**src/rtl/sack_pkg.sv**
```systemverilog
package sack_pkg;
  localparam int NTYPE = 3;
  localparam int T_RX  = 0;
  localparam int T_TX  = 1;
  localparam int T_MDM = 2;

  localparam logic [2:0] CODE_NONE = 3'd0;
  localparam logic [2:0] CODE_MDM  = 3'd1;
  localparam logic [2:0] CODE_TX   = 3'd2;
  localparam logic [2:0] CODE_RXG  = 3'd3;
  localparam logic [2:0] CODE_RXX  = 3'd7;
endpackage

```
**src/rtl/sack_regs.sv**
```systemverilog
module sack_regs
  import sack_pkg::*;
#(
  parameter int             AW       = 8,
  parameter logic [AW-1:0]  ADDR_VEC = 'h00,
  parameter logic [AW-1:0]  ADDR_MRX = 'h01,
  parameter logic [AW-1:0]  ADDR_MTX = 'h02,
  parameter logic [AW-1:0]  ADDR_MMD = 'h03,
  parameter logic [AW-1:0]  RST_MRX  = 'h80,
  parameter logic [AW-1:0]  RST_MTX  = 'h81,
  parameter logic [AW-1:0]  RST_MMD  = 'h82
) (
  input  logic                       clk_i,
  input  logic                       rst_ni,
  input  logic                       wr_i,
  input  logic [AW-1:0]              addr_i,
  input  logic [7:0]                 wdata_i,
  output logic [7:0]                 rdata_o,
  output logic [4:0]                 id_o,
  output logic [NTYPE-1:0][AW-1:0]   match_o
);
  localparam logic [NTYPE-1:0][AW-1:0] MADDR = {ADDR_MMD, ADDR_MTX, ADDR_MRX};
  localparam logic [NTYPE-1:0][AW-1:0] MRST  = {RST_MMD, RST_MTX, RST_MRX};

  logic [7:0] vec_q;

  always_ff @(posedge clk_i or negedge rst_ni) begin
    if (!rst_ni)                         vec_q <= 8'hFF;
    else if (wr_i && addr_i == ADDR_VEC) vec_q <= wdata_i;
  end

  for (genvar t = 0; t < NTYPE; t++) begin : g_match
    always_ff @(posedge clk_i or negedge rst_ni) begin
      if (!rst_ni)                             match_o[t] <= MRST[t];
      else if (wr_i && addr_i == MADDR[t])     match_o[t] <= wdata_i[AW-1:0];
    end
  end

  always_comb begin
    rdata_o = 8'h00;
    if (addr_i == ADDR_VEC) rdata_o = vec_q;
    for (int t = 0; t < NTYPE; t++)
      if (addr_i == MADDR[t]) rdata_o = 8'(match_o[t]);
  end

  assign id_o = vec_q[7:3];
endmodule

```
**src/rtl/sack_match.sv**
```systemverilog
module sack_match
  import sack_pkg::*;
#(
  parameter int AW = 8
) (
  input  logic [AW-1:0]             addr_i,
  input  logic [NTYPE-1:0][AW-1:0]  match_i,
  output logic [NTYPE-1:0]          sel_o
);
  logic [NTYPE-1:0] hit;

  for (genvar t = 0; t < NTYPE; t++) begin : g_cmp
    assign hit[t] = (addr_i == match_i[t]);
  end

  // lowest index wins on duplicate match values
  always_comb begin
    logic taken;
    taken = 1'b0;
    sel_o = '0;
    for (int t = 0; t < NTYPE; t++) begin
      sel_o[t] = hit[t] && !taken;
      taken    = taken || hit[t];
    end
  end
endmodule

```
**src/rtl/sack_service.sv**
```systemverilog
module sack_service
  import sack_pkg::*;
(
  input  logic              clk_i,
  input  logic              rst_ni,
  input  logic              ack_i,
  input  logic [NTYPE-1:0]  sel_i,
  input  logic [NTYPE-1:0]  req_i,
  input  logic              rx_exc_i,
  input  logic [NTYPE-1:0]  eos_i,
  output logic [2:0]        code_o
);
  logic [NTYPE-1:0] busy_q, grant;

  assign grant = sel_i & req_i & ~busy_q & {NTYPE{ack_i}};

  always_ff @(posedge clk_i or negedge rst_ni) begin
    if (!rst_ni) busy_q <= '0;
    else         busy_q <= (busy_q & ~eos_i) | grant;
  end

  always_comb begin
    code_o = CODE_NONE;
    if (grant[T_RX])       code_o = rx_exc_i ? CODE_RXX : CODE_RXG;
    else if (grant[T_TX])  code_o = CODE_TX;
    else if (grant[T_MDM]) code_o = CODE_MDM;
  end
endmodule

```
**src/rtl/sack_vector_unit.sv**
```systemverilog
module sack_vector_unit
  import sack_pkg::*;
#(
  parameter int             AW       = 8,
  parameter logic [AW-1:0]  ADDR_VEC = 'h00,
  parameter logic [AW-1:0]  ADDR_MRX = 'h01,
  parameter logic [AW-1:0]  ADDR_MTX = 'h02,
  parameter logic [AW-1:0]  ADDR_MMD = 'h03,
  parameter logic [AW-1:0]  RST_MRX  = 'h80,
  parameter logic [AW-1:0]  RST_MTX  = 'h81,
  parameter logic [AW-1:0]  RST_MMD  = 'h82
) (
  input  logic          clk_i,
  input  logic          rst_ni,
  input  logic          reg_wr_i,
  input  logic [AW-1:0] reg_addr_i,
  input  logic [7:0]    reg_wdata_i,
  output logic [7:0]    reg_rdata_o,
  input  logic          ack_en_i,
  input  logic          ack_stb_i,
  input  logic [AW-1:0] ack_addr_i,
  input  logic          req_rx_i,
  input  logic          rx_exc_i,
  input  logic          req_tx_i,
  input  logic          req_mdm_i,
  input  logic [2:0]    eos_i,
  output logic [7:0]    vec_o,
  output logic          vec_valid_o
);
  logic [4:0]                id;
  logic [NTYPE-1:0][AW-1:0]  match;
  logic [NTYPE-1:0]          sel, req;
  logic [2:0]                code;
  logic                      ack;

  assign ack = ack_stb_i && ack_en_i;
  assign req = {req_mdm_i, req_tx_i, req_rx_i};

  sack_regs #(
    .AW(AW), .ADDR_VEC(ADDR_VEC), .ADDR_MRX(ADDR_MRX), .ADDR_MTX(ADDR_MTX),
    .ADDR_MMD(ADDR_MMD), .RST_MRX(RST_MRX), .RST_MTX(RST_MTX), .RST_MMD(RST_MMD)
  ) u_regs (
    .clk_i(clk_i), .rst_ni(rst_ni), .wr_i(reg_wr_i), .addr_i(reg_addr_i),
    .wdata_i(reg_wdata_i), .rdata_o(reg_rdata_o), .id_o(id), .match_o(match)
  );

  sack_match #(.AW(AW)) u_match (
    .addr_i(ack_addr_i), .match_i(match), .sel_o(sel)
  );

  sack_service u_svc (
    .clk_i(clk_i), .rst_ni(rst_ni), .ack_i(ack), .sel_i(sel), .req_i(req),
    .rx_exc_i(rx_exc_i), .eos_i(eos_i), .code_o(code)
  );

  always_ff @(posedge clk_i or negedge rst_ni) begin
    if (!rst_ni) begin
      vec_o       <= 8'h00;
      vec_valid_o <= 1'b0;
    end else begin
      vec_valid_o <= ack;
      if (ack) vec_o <= {id, code};
    end
  end
endmodule

```
**config.mk**
```make
export PLATFORM = sky130hd
export DESIGN_NAME = sack_vector_unit
export DESIGN_NICKNAME = d
export VERILOG_FILES = /design/src/rtl/sack_pkg.sv /design/src/rtl/sack_regs.sv /design/src/rtl/sack_match.sv /design/src/rtl/sack_service.sv /design/src/rtl/sack_vector_unit.sv
export SDC_FILE = /design/constraint.sdc
export NUM_CORES = 1
export LEC_CHECK = 0
export BUFFER_PORTS_ARGS = -buffer_cell sky130_fd_sc_hd__buf_2
export CAP_MARGIN = 10
export CORE_ASPECT_RATIO = 2
export CORE_UTILIZATION = 50
export DETAILED_ROUTE_END_ITERATION = 7
export PLACE_DENSITY_LB_ADDON = 0.05
export SYNTH_ARGS = -nofsm -noshare
export SYNTH_HDL_FRONTEND = slang
export SYNTH_SLANG_ARGS = --single-unit
```
**constraint.sdc**
```tcl
create_clock -name clk_i -period 2.1 [get_ports clk_i]
set_input_delay 0.42 -clock clk_i [delete_from_list [all_inputs] [get_ports clk_i]]
set_output_delay 0.42 -clock clk_i [all_outputs]
set_load 0.005 [all_outputs]
```
==> results of run 1 <==
==> logic make-up (layout without fill, tap and decap cells) <==
| group | after synthesis | after routing | synth area share (%) |
|---|---|---|---|
| compound gates | 10 | 10 | 3.41 |
| buf+inv | 10 | 71 | 2.71 |
| flops | 44 | 44 | 48.3 |
| mux | 45 | 45 | 27.1 |
| xor+xnor | 24 | 24 | 9.10 |
| simple gates | 29 | 29 | 9.31 |
==> flip-flops by register name, summed over array words and instances, names as in the netlist <==
name,count
u_svc.busy_q,3
vec_valid_o,1
u_regs.vec_q,8
vec_o,8
u_regs.match_o,24
==> stage by stage <==
stage / setup slack, ns / util, % / total power, W / cells
finish: 0.0862 / 62.3 / 0.00164 / 277
global route: 0.0144 / 62.3 / 0.00171 / 277
CTS: 0.0659 / 62.3 / 0.00167 / 277
detailed placement: 0.0561 / 60.3 / 0.00115 / 268
global placement: 0.0990 / 60.3 / 0.00114 / 268
floorplan: 0.314 / - / 0.00104 / 162
==> where the power goes <==
part / leakage [nW] / internal (W) / switching [W]
clock network: 0.0422 / 0.000234 / 0.000278
registers: 0.562 / 0.000893 / 0.0000295
logic: 0.759 / 0.000107 / 0.000101
==> cells in the mapped netlist (2+ instances only) <==
cell	n
buf_2	4
nand2_1	3
dfstp_2	13
nor4_1	6
o31ai_1	2
a32oi_1	2
o21ai_0	2
mux4_2	8
xnor2_1	4
mux2_2	29
or4_1	2
and2_1	8
xor2_1	20
mux2_4	8
inv_1	3
dfrtp_1	31
==> final cells by class <==
class	count	share of cell area, %
inverter	3	0.412
timing repair buffer	60	11.8
clock buffer	7	2.79
clock inverter	1	0.183
multi-input combinational	108	41.4
sequential	44	40.9
tap	54	2.47
==> worst max path at each step <==
stage | slack [ns] | to | depth (start not counted) | from
2_1_floorplan | 0.31 | u_regs.match_o[16] | 6 | reg_addr_i[7]
3_3_place_gp | 0.1 | reg_rdata_o[7] | 4 | reg_addr_i[1]
3_5_place_dp | 0.06 | u_regs.vec_q[1] | 6 | reg_addr_i[7]
4_1_cts | 0.07 | reg_rdata_o[7] | 4 | reg_addr_i[1]
5_1_grt | 0.01 | reg_rdata_o[2] | 4 | reg_addr_i[1]
6_report | 0.09 | reg_rdata_o[7] | 4 | reg_addr_i[1]
==> metal layers <==
| metal | routed length, um | vias up |
|---|---|---|
| met5 | 0 | - |
| met4 | 106 | 0 |
| met3 | 231 | 9 |
| met2 | 2860 | 59 |
| met1 | 2030 | 780 |
| li1 | - | 712 |
==> worst reg2reg max path, cell delays in order, from the launching register on <==
cell and delay [ns]:
dfstp_2 0.56, xor2_1 0.11, or4_1 0.52, o21ai_0 0.28
o22ai_1 0.12
==> flow_summary.yaml, run 1 <==
placed_design:
  dpl_cell_area_um2: 2640
  dp_hpwl_um: 3950
  place.gp.congestion: 0.830
  portBuffers: 52
floorplan:
  dieHeight_um: 98.1
  start_util_pct: 52.7
  core-area_um2: 4380
  fp.dieW_um: 50.1
  die_area_um2: 4910
  ios: 53
  rows: 34
clock_network:
  clock_path_buffers: 2
  cts_hold_buf: 1
  cts_tree: "done"
  clk_pin_slew_ns: 0.08
  cts.sinks: 44
  cts_setup_buffers: 0
  clock_latency_ns: 0.30
  cts_resized: 0
  cts_buffers: 5
  cts_max_level: 2
  clockRootBuffer: "clkbuf_8"
synth:
  yosysWarnings: 0
  synth_edf_count: 0
  yosysTopAreaCell: "dfrtp_1"
  synth-seq-cells: 44
  syn_nets: 198
  synth.top_cell.area_share_pct: 33.6
  syn_avg_cell_area_um2: 14.3
  synthCells: 162
  yosysSeqAreaShare_pct: 48.3
  synthArstFlopShare_pct: 100
  synthesis.area_um2: 2310
  yosys-top-cells-area: "dfrtp_1, dfstp_2, mux2_2, mux4_2, xor2_1"
  ys_types: 33
  ys.flop_type: "dfrtp_1"
cells_and_area:
  area_delta_synth_final_pct: 18.2
  layout_common_cells: "buf_2, dfrtp_1, mux2_2, xor2_1, dfstp_2"
  antenna_cells: 0
  regArea_um2: 1120
  drive_above_1_share_pct: 57.0
  fin_area_um2: 2730
  final_common_cell: "buf_2"
  nNetsFinal: 258
  fillers: 367
  multi_input_area_um2: 1130
timing:
  drv_slew: 0
  hold_slack_ns: 0.326
  worst_pin_slew_ns: 0.538
  rsz0062_at_grt: "false"
  fin_setup_tns_ns: 0
  fin_skew_ns: 0.00853
  min_period_ns: 2.01
  hold_viol: 0
  timing.final.crit_share_pct: 95.9
  max_slew_margin_pct: 64.1
  fmax_ghz: 0.497
  setup_violations: 0
worst_setup_path:
  arrival_ns: 1.59
  r2r-start: "u_regs.match_o[7]"
  slowest_delay_ns: 0.55
  worstPathCellList: "buf_2, mux4_2, and2_1, buf_2"
  required_ns: 1.68
  path_delay_family: "multiplexers"
  crit_top_cell: "buf_2"
  rr_endpoint: "u_svc.busy_q[2]"
  r2r_setup_slack_ns: 0.39
  setup.worst_path.class: "in2out"
  path_buf_inv: 2
  start_kind: "primary input"
  reg2reg_depth: 4
  crit_path_end_kind: "output pin"
  cp_max_fo: 12
  slowest_stage: "mux4_2"
global_routing:
  grt-ovfl-total: 0
  grt_util_met1_pct: 27.2
  met3_usage_pct: 4.21
  grt-busiest-layer: "met2"
  grt_max_degree: 43
  grt_pass1_vias: 1681
  grt_pass1_wl_um: 8340
  antenna_found_initial: 0
  grt_usage_pct: 23.3
  grtUsageMet2_pct: 40.2
pwr:
  power_leakage_nw: 1.36
  power-per-cell-area_nw_per_um2: 602
  irDropWorstVdd_v: 0.000442
worst_hold_path:
  hold_end: "u_svc.busy_q[2]"
  hp-class: "in2reg"
  min_from: "eos_i[2]"
  hold_depth: 2
status:
  outcome: "finished clean"
drt:
  wl_per_cell_um: 18.9
  drcViolationCount: 0
  ant_nets: 0
  first_pass_iters: 4
  via_per_inst: 5.63
  drtIter0Drc: 14
  via_count: 1560
  finalWirelength_um: 5230
flow_run:
  cap_violations: 0
No activity file was read; power rests on OpenSTA's default activity.
==> inputs of run 2 (changes only) <==
--- a/config.mk
+++ b/config.mk
@@ -13,2 +13,3 @@
 export PLACE_DENSITY_LB_ADDON = 0.05
+export REMOVE_ABC_BUFFERS = 1
 export SYNTH_ARGS = -nofsm -noshare
--- a/constraint.sdc
+++ b/constraint.sdc
@@ -3,2 +3,2 @@
 set_output_delay 0.42 -clock clk_i [all_outputs]
-set_load 0.005 [all_outputs]
+set_load 0.01 [all_outputs]
==> flow_summary.yaml, run 2 (synthesis gave the netlist of run 1 again) <==
pwr:
  p_sw_w: 0.000432
  p_seq_share_pct: 51.6
  power_leakage_nw: 1.39
  clockPowerShare_pct: 36.1
  irDropWorstVdd_v: 0.000620
  combPwrFrac_pct: 12.2
  power-per-cell-area_nw_per_um2: 639
  netSwitchingFraction_pct: 24.2
  p_int_w: 0.00135
global_routing:
  grt-ovfl-total: 0
  grt_pass1_wl_um: 8770
  grt_max_degree: 45
  grt_pass1_vias: 1738
  grt_usage_pct: 24.4
  antenna_found_initial: 0
clock_network:
  clk_pin_slew_ns: 0.09
  cts_setup_buffers: 0
  clock_path_buffers: 2
  cts_hold_buf: 0
  cts_buffers: 5
  cts_resized: 0
  cts.sinks: 44
  cts_tree: "done"
  clock_latency_ns: 0.30
  clockRootBuffer: "clkbuf_8"
  cts_max_level: 2
cells_and_area:
  layout_common_cells: "buf_2, dfrtp_1, mux2_2, xor2_1, dfstp_2"
  largest_register_ffs: 24
  nNetsFinal: 260
  area_delta_synth_final_pct: 21.0
  multi_input_area_um2: 1140
  regArea_um2: 1120
  drive_above_1_share_pct: 58.7
  top_regs: "u_regs.match_o (24), u_regs.vec_q (8), vec_o (8)"
  fillers: 330
  antenna_cells: 0
  regMostFlops: "u_regs.match_o"
  final_common_cell: "buf_2"
drt:
  ant_nets: 0
  drcViolationCount: 0
  wl_per_cell_um: 19.6
  drtIter0Drc: 38
  finalWirelength_um: 5470
  via_per_inst: 5.63
  first_pass_iters: 4
  via_count: 1571
timing:
  fin_skew_ns: 0.00863
  setup_violations: 0
  rsz0062_at_grt: "false"
  min_period_ns: 1.99
  fin_ws_ns: 0.114
  drv_slew: 0
  fmax_ghz: 0.504
  fin_setup_tns_ns: 0
  max_slew_margin_pct: 64.1
  worst_pin_slew_ns: 0.539
  timing.final.crit_share_pct: 94.6
  hold_viol: 0
floorplan:
  die_area_um2: 4910
  dieHeight_um: 98.1
  core-area_um2: 4380
  fp.dieW_um: 50.1
  start_util_pct: 52.7
  rows: 34
  ios: 53
flow_run:
  cap_violations: 0
worst_setup_path:
  start_kind: "primary input"
  crit_path_end_kind: "output pin"
  setup.worst_path.class: "in2out"
  cp_max_fo: 7
  required_ns: 1.68
  arrival_ns: 1.57
placed_design:
  portBuffers: 52
  dp_slack_ns: -0.0182
  dp_hpwl_um: 4200
  place.gp.congestion: 0.778
worst_hold_path:
  hp-class: "in2async"
status:
  outcome: "finished clean"
-- run 2: worst paths after layout --
| check | cells past startpoint | to | startpoint | slack (ns) |
|---|---|---|---|---|
| worst max-delay path | 6 | reg_rdata_o[6] | reg_addr_i[7] | 0.11 |
| worst min-delay path | 2 | u_regs.match_o[6] | rst_ni | 0.18 |
| worst max register to register | 4 | vec_o[0] | u_regs.match_o[3] | 0.31 |
| worst min register to register | 1 | vec_o[2] | vec_o[2] | 0.49 |
| max in group asynchronous | 2 | u_regs.vec_q[1] | rst_ni | 1.54 |
| min in group clk_i | 2 | u_svc.busy_q[2] | eos_i[2] | 0.30 |
-- run 2: cell type report --
type,count,share of cell area [%]
clock buffers,5,2.46
clock inverters,3,1.52
inverters,3,0.403
multi-input cells,108,40.7
flip-flops and latches,44,40.0
well taps,54,2.42
repair buffers,62,12.6
-- run 2: metal layers --
metal | GRT usage [%] | wire (um) | vias up
met4 | 9.01 | 117 | 0
met1 | 28.7 | 2030 | 774
met2 | 43.3 | 3040 | 69
li1 | - | - | 715
met5 | 0 | 0 | -
met3 | 3.74 | 284 | 13
-- run 2: metrics by stage --
step           instances  power (W)  hold WS, ns  utilization (%)  area [um2]
4_1_cts              279    0.00180        0.199             63.6        2790
5_1_grt              279    0.00186        0.232             63.8        2800
6_report             279    0.00179        0.182             63.8        2800
3_5_place_dp         271    0.00116        0.472             61.1        2680
2_1_floorplan        155    0.00104        0.124                -        2260
3_3_place_gp         271    0.00115        0.466             61.1        2680
-- run 2: power by group through the flow --
stage                     combinational, W  clock (W)  sequential [W]
after floorplan                   0.000102          0        0.000933
after global placement            0.000211          0        0.000935
after detailed placement          0.000219          0        0.000938
after CTS                         0.000220   0.000661        0.000923
after global routing              0.000236   0.000696        0.000928
final                             0.000218   0.000646        0.000923
-- run 2: worst max-delay path, cell delays in order --
cell and delay [ns]:
buf_2 0.10, nor4_1 0.28, nor3b_4 0.33, buf_6 0.19, and2_1 0.12, buf_2 0.12
